--- config.mk ---
export PLATFORM = sky130hd
export DESIGN_NAME = bitmarch_bist
export DESIGN_NICKNAME = d
export VERILOG_FILES = /design/src/rtl/bitmarch_pkg.sv /design/src/rtl/bitmarch_addr_seq.sv /design/src/rtl/bitmarch_pattern.sv /design/src/rtl/bitmarch_result.sv /design/src/rtl/bitmarch_bist.sv
export SDC_FILE = /design/constraint.sdc
export NUM_CORES = 1
export LEC_CHECK = 0
export BUFFER_PORTS_ARGS = -buffer_cell sky130_fd_sc_hd__buf_2
export CAP_MARGIN = 20
export CELL_PAD_IN_SITES_DETAIL_PLACEMENT = 0
export CELL_PAD_IN_SITES_GLOBAL_PLACEMENT = 1
export CORE_MARGIN = 2
export CORE_UTILIZATION = 40
export DETAILED_ROUTE_END_ITERATION = 8
export GPL_TIMING_DRIVEN = 0
export HOLD_SLACK_MARGIN = 0.12
export PLACE_DENSITY_LB_ADDON = 0.08
export SLEW_MARGIN = 20
export SYNTH_ARGS = -nofsm -noshare
export SYNTH_HDL_FRONTEND = slang
export SYNTH_SLANG_ARGS = --single-unit
--- constraint.sdc ---
create_clock -name clk -period 3.45 [get_ports clk]
set_input_delay 0.1725 -clock clk [delete_from_list [all_inputs] [get_ports clk]]
set_output_delay 0.1725 -clock clk [all_outputs]
set_load 0.01 [all_outputs]
--- src/rtl/bitmarch_pkg.sv ---
package bitmarch_pkg;
  typedef enum logic [2:0] {
    ST_IDLE,
    ST_INIT,
    ST_PRE_RD,
    ST_PRE_CMP,
    ST_BIT_WR,
    ST_BIT_RD,
    ST_BIT_CMP,
    ST_DONE
  } state_t;

  typedef enum logic {
    DIR_UP,
    DIR_DOWN
  } dir_t;
endpackage

--- src/rtl/bitmarch_addr_seq.sv ---
module bitmarch_addr_seq #(
  parameter int AW = 4
) (
  input  logic                clk,
  input  logic                rst_n,
  input  logic                load_lo,
  input  logic                load_hi,
  input  logic                step,
  input  bitmarch_pkg::dir_t  dir,
  output logic [AW-1:0]       addr,
  output logic                at_end
);
  import bitmarch_pkg::*;

  localparam logic [AW-1:0] ADDR_MAX = '1;

  logic [AW-1:0] addr_nxt;
  logic          addr_en;

  always_comb begin
    addr_en  = load_lo | load_hi | step;
    addr_nxt = addr;
    if (load_lo) begin
      addr_nxt = '0;
    end else if (load_hi) begin
      addr_nxt = ADDR_MAX;
    end else if (step) begin
      if (dir == DIR_UP) addr_nxt = addr + 1'b1;
      else               addr_nxt = addr - 1'b1;
    end
  end

  always_ff @(posedge clk or negedge rst_n) begin
    if (!rst_n)       addr <= '0;
    else if (addr_en) addr <= addr_nxt;
  end

  assign at_end = (dir == DIR_UP) ? (addr == ADDR_MAX) : (addr == '0);
endmodule

--- src/rtl/bitmarch_pattern.sv ---
module bitmarch_pattern #(
  parameter int DW = 8,
  parameter int BW = 3
) (
  input  bitmarch_pkg::dir_t  dir,
  input  logic                pre_chk,
  input  logic [BW-1:0]       bit_idx,
  output logic [DW-1:0]       exp_word
);
  import bitmarch_pkg::*;

  // thru[i] is one for every bit position at or below the current step
  logic [DW-1:0] thru;

  for (genvar i = 0; i < DW; i++) begin : g_thru
    localparam logic [BW-1:0] POS = BW'(i);
    assign thru[i] = (POS <= bit_idx);
  end

  always_comb begin
    if (dir == DIR_UP) exp_word = pre_chk ? '0 : thru;
    else               exp_word = pre_chk ? '1 : ~thru;
  end
endmodule

--- src/rtl/bitmarch_result.sv ---
module bitmarch_result #(
  parameter int AW = 4,
  parameter int DW = 8
) (
  input  logic          clk,
  input  logic          rst_n,
  input  logic          clear,
  input  logic          capture,
  input  logic          set_pass,
  input  logic [AW-1:0] addr,
  input  logic [DW-1:0] exp_word,
  input  logic [DW-1:0] act_word,
  output logic          pass,
  output logic          fail,
  output logic [AW-1:0] fail_addr,
  output logic [DW-1:0] fail_exp,
  output logic [DW-1:0] fail_act
);
  logic          res_en;
  logic          pass_nxt;
  logic          fail_nxt;
  logic [AW-1:0] addr_nxt;
  logic [DW-1:0] exp_nxt;
  logic [DW-1:0] act_nxt;

  always_comb begin
    res_en   = clear | capture | set_pass;
    pass_nxt = pass;
    fail_nxt = fail;
    addr_nxt = fail_addr;
    exp_nxt  = fail_exp;
    act_nxt  = fail_act;
    if (clear) begin
      pass_nxt = 1'b0;
      fail_nxt = 1'b0;
      addr_nxt = '0;
      exp_nxt  = '0;
      act_nxt  = '0;
    end else if (capture) begin
      fail_nxt = 1'b1;
      addr_nxt = addr;
      exp_nxt  = exp_word;
      act_nxt  = act_word;
    end else if (set_pass) begin
      pass_nxt = 1'b1;
    end
  end

  always_ff @(posedge clk or negedge rst_n) begin
    if (!rst_n) begin
      pass      <= 1'b0;
      fail      <= 1'b0;
      fail_addr <= '0;
      fail_exp  <= '0;
      fail_act  <= '0;
    end else if (res_en) begin
      pass      <= pass_nxt;
      fail      <= fail_nxt;
      fail_addr <= addr_nxt;
      fail_exp  <= exp_nxt;
      fail_act  <= act_nxt;
    end
  end
endmodule

--- src/rtl/bitmarch_bist.sv ---
module bitmarch_bist #(
  parameter int AW = 4,
  parameter int DW = 8
) (
  input  logic          clk,
  input  logic          rst_n,
  input  logic          start,
  input  logic [DW-1:0] mem_rdata,
  output logic [AW-1:0] mem_addr,
  output logic [DW-1:0] mem_wdata,
  output logic          mem_we,
  output logic          mem_re,
  output logic          busy,
  output logic          done,
  output logic          pass,
  output logic          fail,
  output logic [AW-1:0] fail_addr,
  output logic [DW-1:0] fail_exp,
  output logic [DW-1:0] fail_act
);
  import bitmarch_pkg::*;

  localparam int BW = (DW > 1) ? $clog2(DW) : 1;
  localparam logic [BW-1:0] LAST_BIT = BW'(DW - 1);

  state_t        state, state_nxt;
  dir_t          dir, dir_nxt;
  logic [BW-1:0] bit_idx, bit_nxt;
  logic          ctl_en;

  logic          ld_lo, ld_hi, a_step, a_end;
  logic          res_clr, res_cap, res_pass;
  logic          pre_chk, mismatch;
  logic [DW-1:0] exp_word;

  bitmarch_addr_seq #(.AW(AW)) u_addr (
    .clk     (clk),
    .rst_n   (rst_n),
    .load_lo (ld_lo),
    .load_hi (ld_hi),
    .step    (a_step),
    .dir     (dir),
    .addr    (mem_addr),
    .at_end  (a_end)
  );

  bitmarch_pattern #(.DW(DW), .BW(BW)) u_pat (
    .dir      (dir),
    .pre_chk  (pre_chk),
    .bit_idx  (bit_idx),
    .exp_word (exp_word)
  );

  bitmarch_result #(.AW(AW), .DW(DW)) u_res (
    .clk       (clk),
    .rst_n     (rst_n),
    .clear     (res_clr),
    .capture   (res_cap),
    .set_pass  (res_pass),
    .addr      (mem_addr),
    .exp_word  (exp_word),
    .act_word  (mem_rdata),
    .pass      (pass),
    .fail      (fail),
    .fail_addr (fail_addr),
    .fail_exp  (fail_exp),
    .fail_act  (fail_act)
  );

  assign pre_chk  = (state == ST_PRE_CMP);
  assign mismatch = (mem_rdata != exp_word);

  // next-state and control decode
  always_comb begin
    state_nxt = state;
    dir_nxt   = dir;
    bit_nxt   = bit_idx;
    ld_lo     = 1'b0;
    ld_hi     = 1'b0;
    a_step    = 1'b0;
    res_clr   = 1'b0;
    res_cap   = 1'b0;
    res_pass  = 1'b0;
    mem_we    = 1'b0;
    mem_re    = 1'b0;
    mem_wdata = '0;

    unique case (state)
      ST_IDLE, ST_DONE: begin
        if (start) begin
          state_nxt = ST_INIT;
          dir_nxt   = DIR_UP;
          bit_nxt   = '0;
          ld_lo     = 1'b1;
          res_clr   = 1'b1;
        end
      end
      ST_INIT: begin
        mem_we = 1'b1;
        if (a_end) begin
          state_nxt = ST_PRE_RD;
          ld_lo     = 1'b1;
        end else begin
          a_step = 1'b1;
        end
      end
      ST_PRE_RD: begin
        mem_re    = 1'b1;
        state_nxt = ST_PRE_CMP;
      end
      ST_PRE_CMP: begin
        if (mismatch) begin
          res_cap   = 1'b1;
          state_nxt = ST_DONE;
        end else begin
          bit_nxt   = '0;
          state_nxt = ST_BIT_WR;
        end
      end
      ST_BIT_WR: begin
        mem_we    = 1'b1;
        mem_wdata = exp_word;
        state_nxt = ST_BIT_RD;
      end
      ST_BIT_RD: begin
        mem_re    = 1'b1;
        state_nxt = ST_BIT_CMP;
      end
      ST_BIT_CMP: begin
        if (mismatch) begin
          res_cap   = 1'b1;
          state_nxt = ST_DONE;
        end else if (bit_idx != LAST_BIT) begin
          bit_nxt   = bit_idx + 1'b1;
          state_nxt = ST_BIT_WR;
        end else if (!a_end) begin
          a_step    = 1'b1;
          state_nxt = ST_PRE_RD;
        end else if (dir == DIR_UP) begin
          dir_nxt   = DIR_DOWN;
          ld_hi     = 1'b1;
          state_nxt = ST_PRE_RD;
        end else begin
          res_pass  = 1'b1;
          state_nxt = ST_DONE;
        end
      end
      default: state_nxt = ST_IDLE;
    endcase
  end

  assign ctl_en = (state_nxt != state) || (dir_nxt != dir) || (bit_nxt != bit_idx);

  always_ff @(posedge clk or negedge rst_n) begin
    if (!rst_n) begin
      state   <= ST_IDLE;
      dir     <= DIR_UP;
      bit_idx <= '0;
    end else if (ctl_en) begin
      state   <= state_nxt;
      dir     <= dir_nxt;
      bit_idx <= bit_nxt;
    end
  end

  assign busy = (state != ST_IDLE) && (state != ST_DONE);
  assign done = (state == ST_DONE);
endmodule

==> impl_metrics.tcl <==
set metrics [dict create \
    ios 49 \
    grt_pass1_vias 2038 \
    p_per_area_mw_per_mm2 666 \
    r2r_end "state[0]$_DFFE_PN0P_" \
    port_buffers 47 \
    ctsResizeCount 0 \
    wirelength_mm 6.15 \
    drive_gt1_frac 0.220 \
    synthDistinctLibCells 55 \
    coreArea_sq_mm 0.00557 \
    insertedDiodeCount 0 \
    num_vias 2163 \
    postCtsSetupRepairBufs 0 \
    grt_usage 0.201 \
    ys_ff_latch 33 \
    syn-num-nets 298 \
    yosysSeqAreaShare 0.354 \
    synth_flop_cell "dfrtp_1" \
    endpoint_kind "register" \
    worst-r2r-cell-count 11 \
    ant_nets 0 \
    reg2reg_from "bit_idx[0]$_DFFE_PN0P_" \
    final_util 0.494 \
    fin_crit_sh 0.897 \
    avgSynthCellArea_sq_um 8.30 \
    post_drt_wl_per_cell_um 15.0 \
    cts_tree "done" \
    crit_arrival_ns 3.25 \
    r2r_slack_ns 0.36 \
    worstSetupPathType "reg2reg" \
    drc_errors 0 \
    hold_path.class "in2reg" \
    htree_num_levels 2 \
    drv_slew 0 \
    clock_skew_ns 0.00775 \
    fin_setup_tns_ns 0 \
    tightest_slew_ns 0.761 \
    dr.pass1.iters 4 \
    post-route-min-period_ns 3.09 \
    dieArea_sq_mm 0.00646 \
    antenna_found_initial 0 \
    setup_viol 0 \
    globalplace.congestion 0.826 \
    die_w_um 80.4 \
    wl_met1_mm 3.07 \
    grt_overflow 0 \
    crit_path_start_kind "register" \
    crit_start "bit_idx[0]$_DFFE_PN0P_" \
    clockRootBuffer "clkbuf_8" \
    clock-sinks 33 \
    ys_warn_count 0 \
    rows 27 \
    netlist_area_sq_mm 0.00233 \
    grt_max_degree 34 \
    die_y_um 80.4 \
    fin_nets 353 \
    routed.top_layer "met4" \
    insertion_delay_ns 0.29 \
    postCtsHoldBufs 1 \
    drv_cap 0 \
    totalPowerFinal_uw 1830 \
    synth-edff-count 0 \
    cp-endpoint "state[0]$_DFFE_PN0P_" \
    fmax_ghz 0.323 \
    crit_path_max_fanout 10 \
    grt_pass1_wl_mm 9.96 \
    peakVddDrop_mv 0.295 \
    syn_inst 281 \
    rsz0062_at_grt "false" \
    via_per_inst 5.29 \
    hold_violations 0 \
    met2_wirelength_mm 2.77 \
    drt_iter0_drc 82 \
    outcome "complete, no violations" \
    synthToLayoutAreaGrowth_pct 18.1 \
    cts_buffer_depth 2 \
    ys_async_sr_fraction 1.00 \
    cts_buffers 5 \
    worstPathRequired_ns 3.61 \
    start_util 0.418 \
    post-dp-hpwl_mm 4.60 \
    p_leak_uw 0.00125 \
    maxSlewHeadroom 0.493 \
    wl_met3_um 287 \
    path_clk_slew_ns 0.07 \
]
==> final cells by class <==
type,instances,area [sq um]
plain buffers,21,96.3
well taps,72,90.1
fillers,598,2820
inverters,10,37.5
flip-flops and latches,33,826
clock buffers,5,68.8
multi-input cells,217,1370
clock inverters,3,17.5
repair buffers,48,245
==> registers in the layout (all words and copies together) (netlist names) <==
name,flops
u_addr.addr,4
u_res.fail_addr,4
u_res.fail_act,8
u_res.fail,1
bit_idx,3
state,3
dir,1
u_res.fail_exp,8
u_res.pass,1
==> cells in the final DEF, fill, tap and decap left out, types with 2 or more instances in the layout <==
cell type  netlist  routed
nand3b_1         2       2
and4_1           2       2
or3_4            2       2
o22ai_1          3       3
a21boi_0         2       2
o21ai_0         21      21
o2111ai_1        2       2
a21o_1           2       2
buf_1            2       2
nor3_1           9       9
nor3b_1          4       4
nor2_1          26      26
nand4_1          3       3
o21a_1           3       3
nand3_1          5       5
and3_1           3       3
dfrtp_1         33      33
xnor2_1         12      12
inv_1           10      10
clkbuf_1        12      12
a211oi_1         4       4
clkinv_2         0       2
a21oi_1         11      11
clkbuf_8         0       5
or3_1            3       3
mux2i_1          8       8
or4_1            2       2
nor2b_1          2       2
a31oi_1          3       3
buf_2            5      52
mux2_2           3       3
nand2_1         48      48
ha_1             5       5
nand2b_1         5       5
a32o_1           2       2
==> Yosys cell counts, types with 3 or more instances <==
master    count  area [sq um]
nand2_1      48           180
dfrtp_1      33           826
nor2_1       26          97.6
o21ai_0      21           105
clkbuf_1     12          45.0
xnor2_1      12           105
a21oi_1      11          55.1
inv_1        10          37.5
nor3_1        9          45.0
mux2i_1       8          80.1
buf_2         5          25.0
ha_1          5          62.6
nand2b_1      5          31.3
nand3_1       5          25.0
a211oi_1      4          30.0
nor3b_1       4          30.0
a31oi_1       3          18.8
and3_1        3          18.8
mux2_2        3          33.8
nand4_1       3          18.8
o21a_1        3          22.5
o22ai_1       3          18.8
or3_1         3          18.8
==> worst max-delay path, stage by stage, from the launching register on <==
cell and delay [ns]:
dfrtp_1 0.37, buf_2 0.20, inv_1 0.08, ha_1 0.21
or3_4 0.36, a31oi_1 0.32, o2111ai_1 0.17, o2bb2ai_2 0.37
nand2_4 0.11, clkbuf_1 0.26, o311ai_0 0.42, a21oi_1 0.11
==> layer usage <==
layer | vias to the layer above | global-route usage
li1 | 1100 | -
met1 | 1019 | 0.294
met2 | 42 | 0.312
met3 | 2 | 0.0281
met4 | 0 | 0.0508
met5 | - | 0
==> logic make-up after synthesis <==
group / share of synthesized area
muxes: 0.0488
xor gates and xnor gates: 0.0488
adders and majority gates: 0.0354
and+or+nand+nor: 0.256
DFF: 0.354
buffers and inverters: 0.0574
AOI/OAI and AO/OA: 0.200
==> per-stage QoR <==
stage / instances / cell area (sq um) / hold slack [ns] / worst slack [ns]
floorplan: 281 / 2330 / -0.123 / 0.705
global placement: 400 / 2660 / 0.288 / 0.362
detailed placement: 400 / 2660 / 0.301 / 0.348
CTS: 409 / 2750 / 0.123 / 0.317
global route: 409 / 2750 / 0.145 / 0.146
finish: 409 / 2750 / 0.126 / 0.356
==> worst min-delay path by stage <==
stage            startpoint                             to  slack, ns  cells past startpoint
2_1_floorplan         rst_n         bit_idx[0]$_DFFE_PN0P_      -0.12                      0
3_3_place_gp          rst_n  u_res.fail_act[0]$_DFFE_PN0P_       0.29                      1
3_5_place_dp          rst_n  u_res.fail_act[0]$_DFFE_PN0P_       0.30                      1
4_1_cts        mem_rdata[3]  u_res.fail_act[3]$_DFFE_PN0P_       0.12                      3
5_1_grt        mem_rdata[3]  u_res.fail_act[3]$_DFFE_PN0P_       0.14                      3
6_report       mem_rdata[3]  u_res.fail_act[3]$_DFFE_PN0P_       0.13                      3
==> power breakdown <==
part	internal (uW)	total [uW]	switching, uW
sequential	500	579	78.3
clock	139	295	156
combinational	374	959	585
total	1010	1830	819
Note: power is estimated with default switching activity, not from simulation.
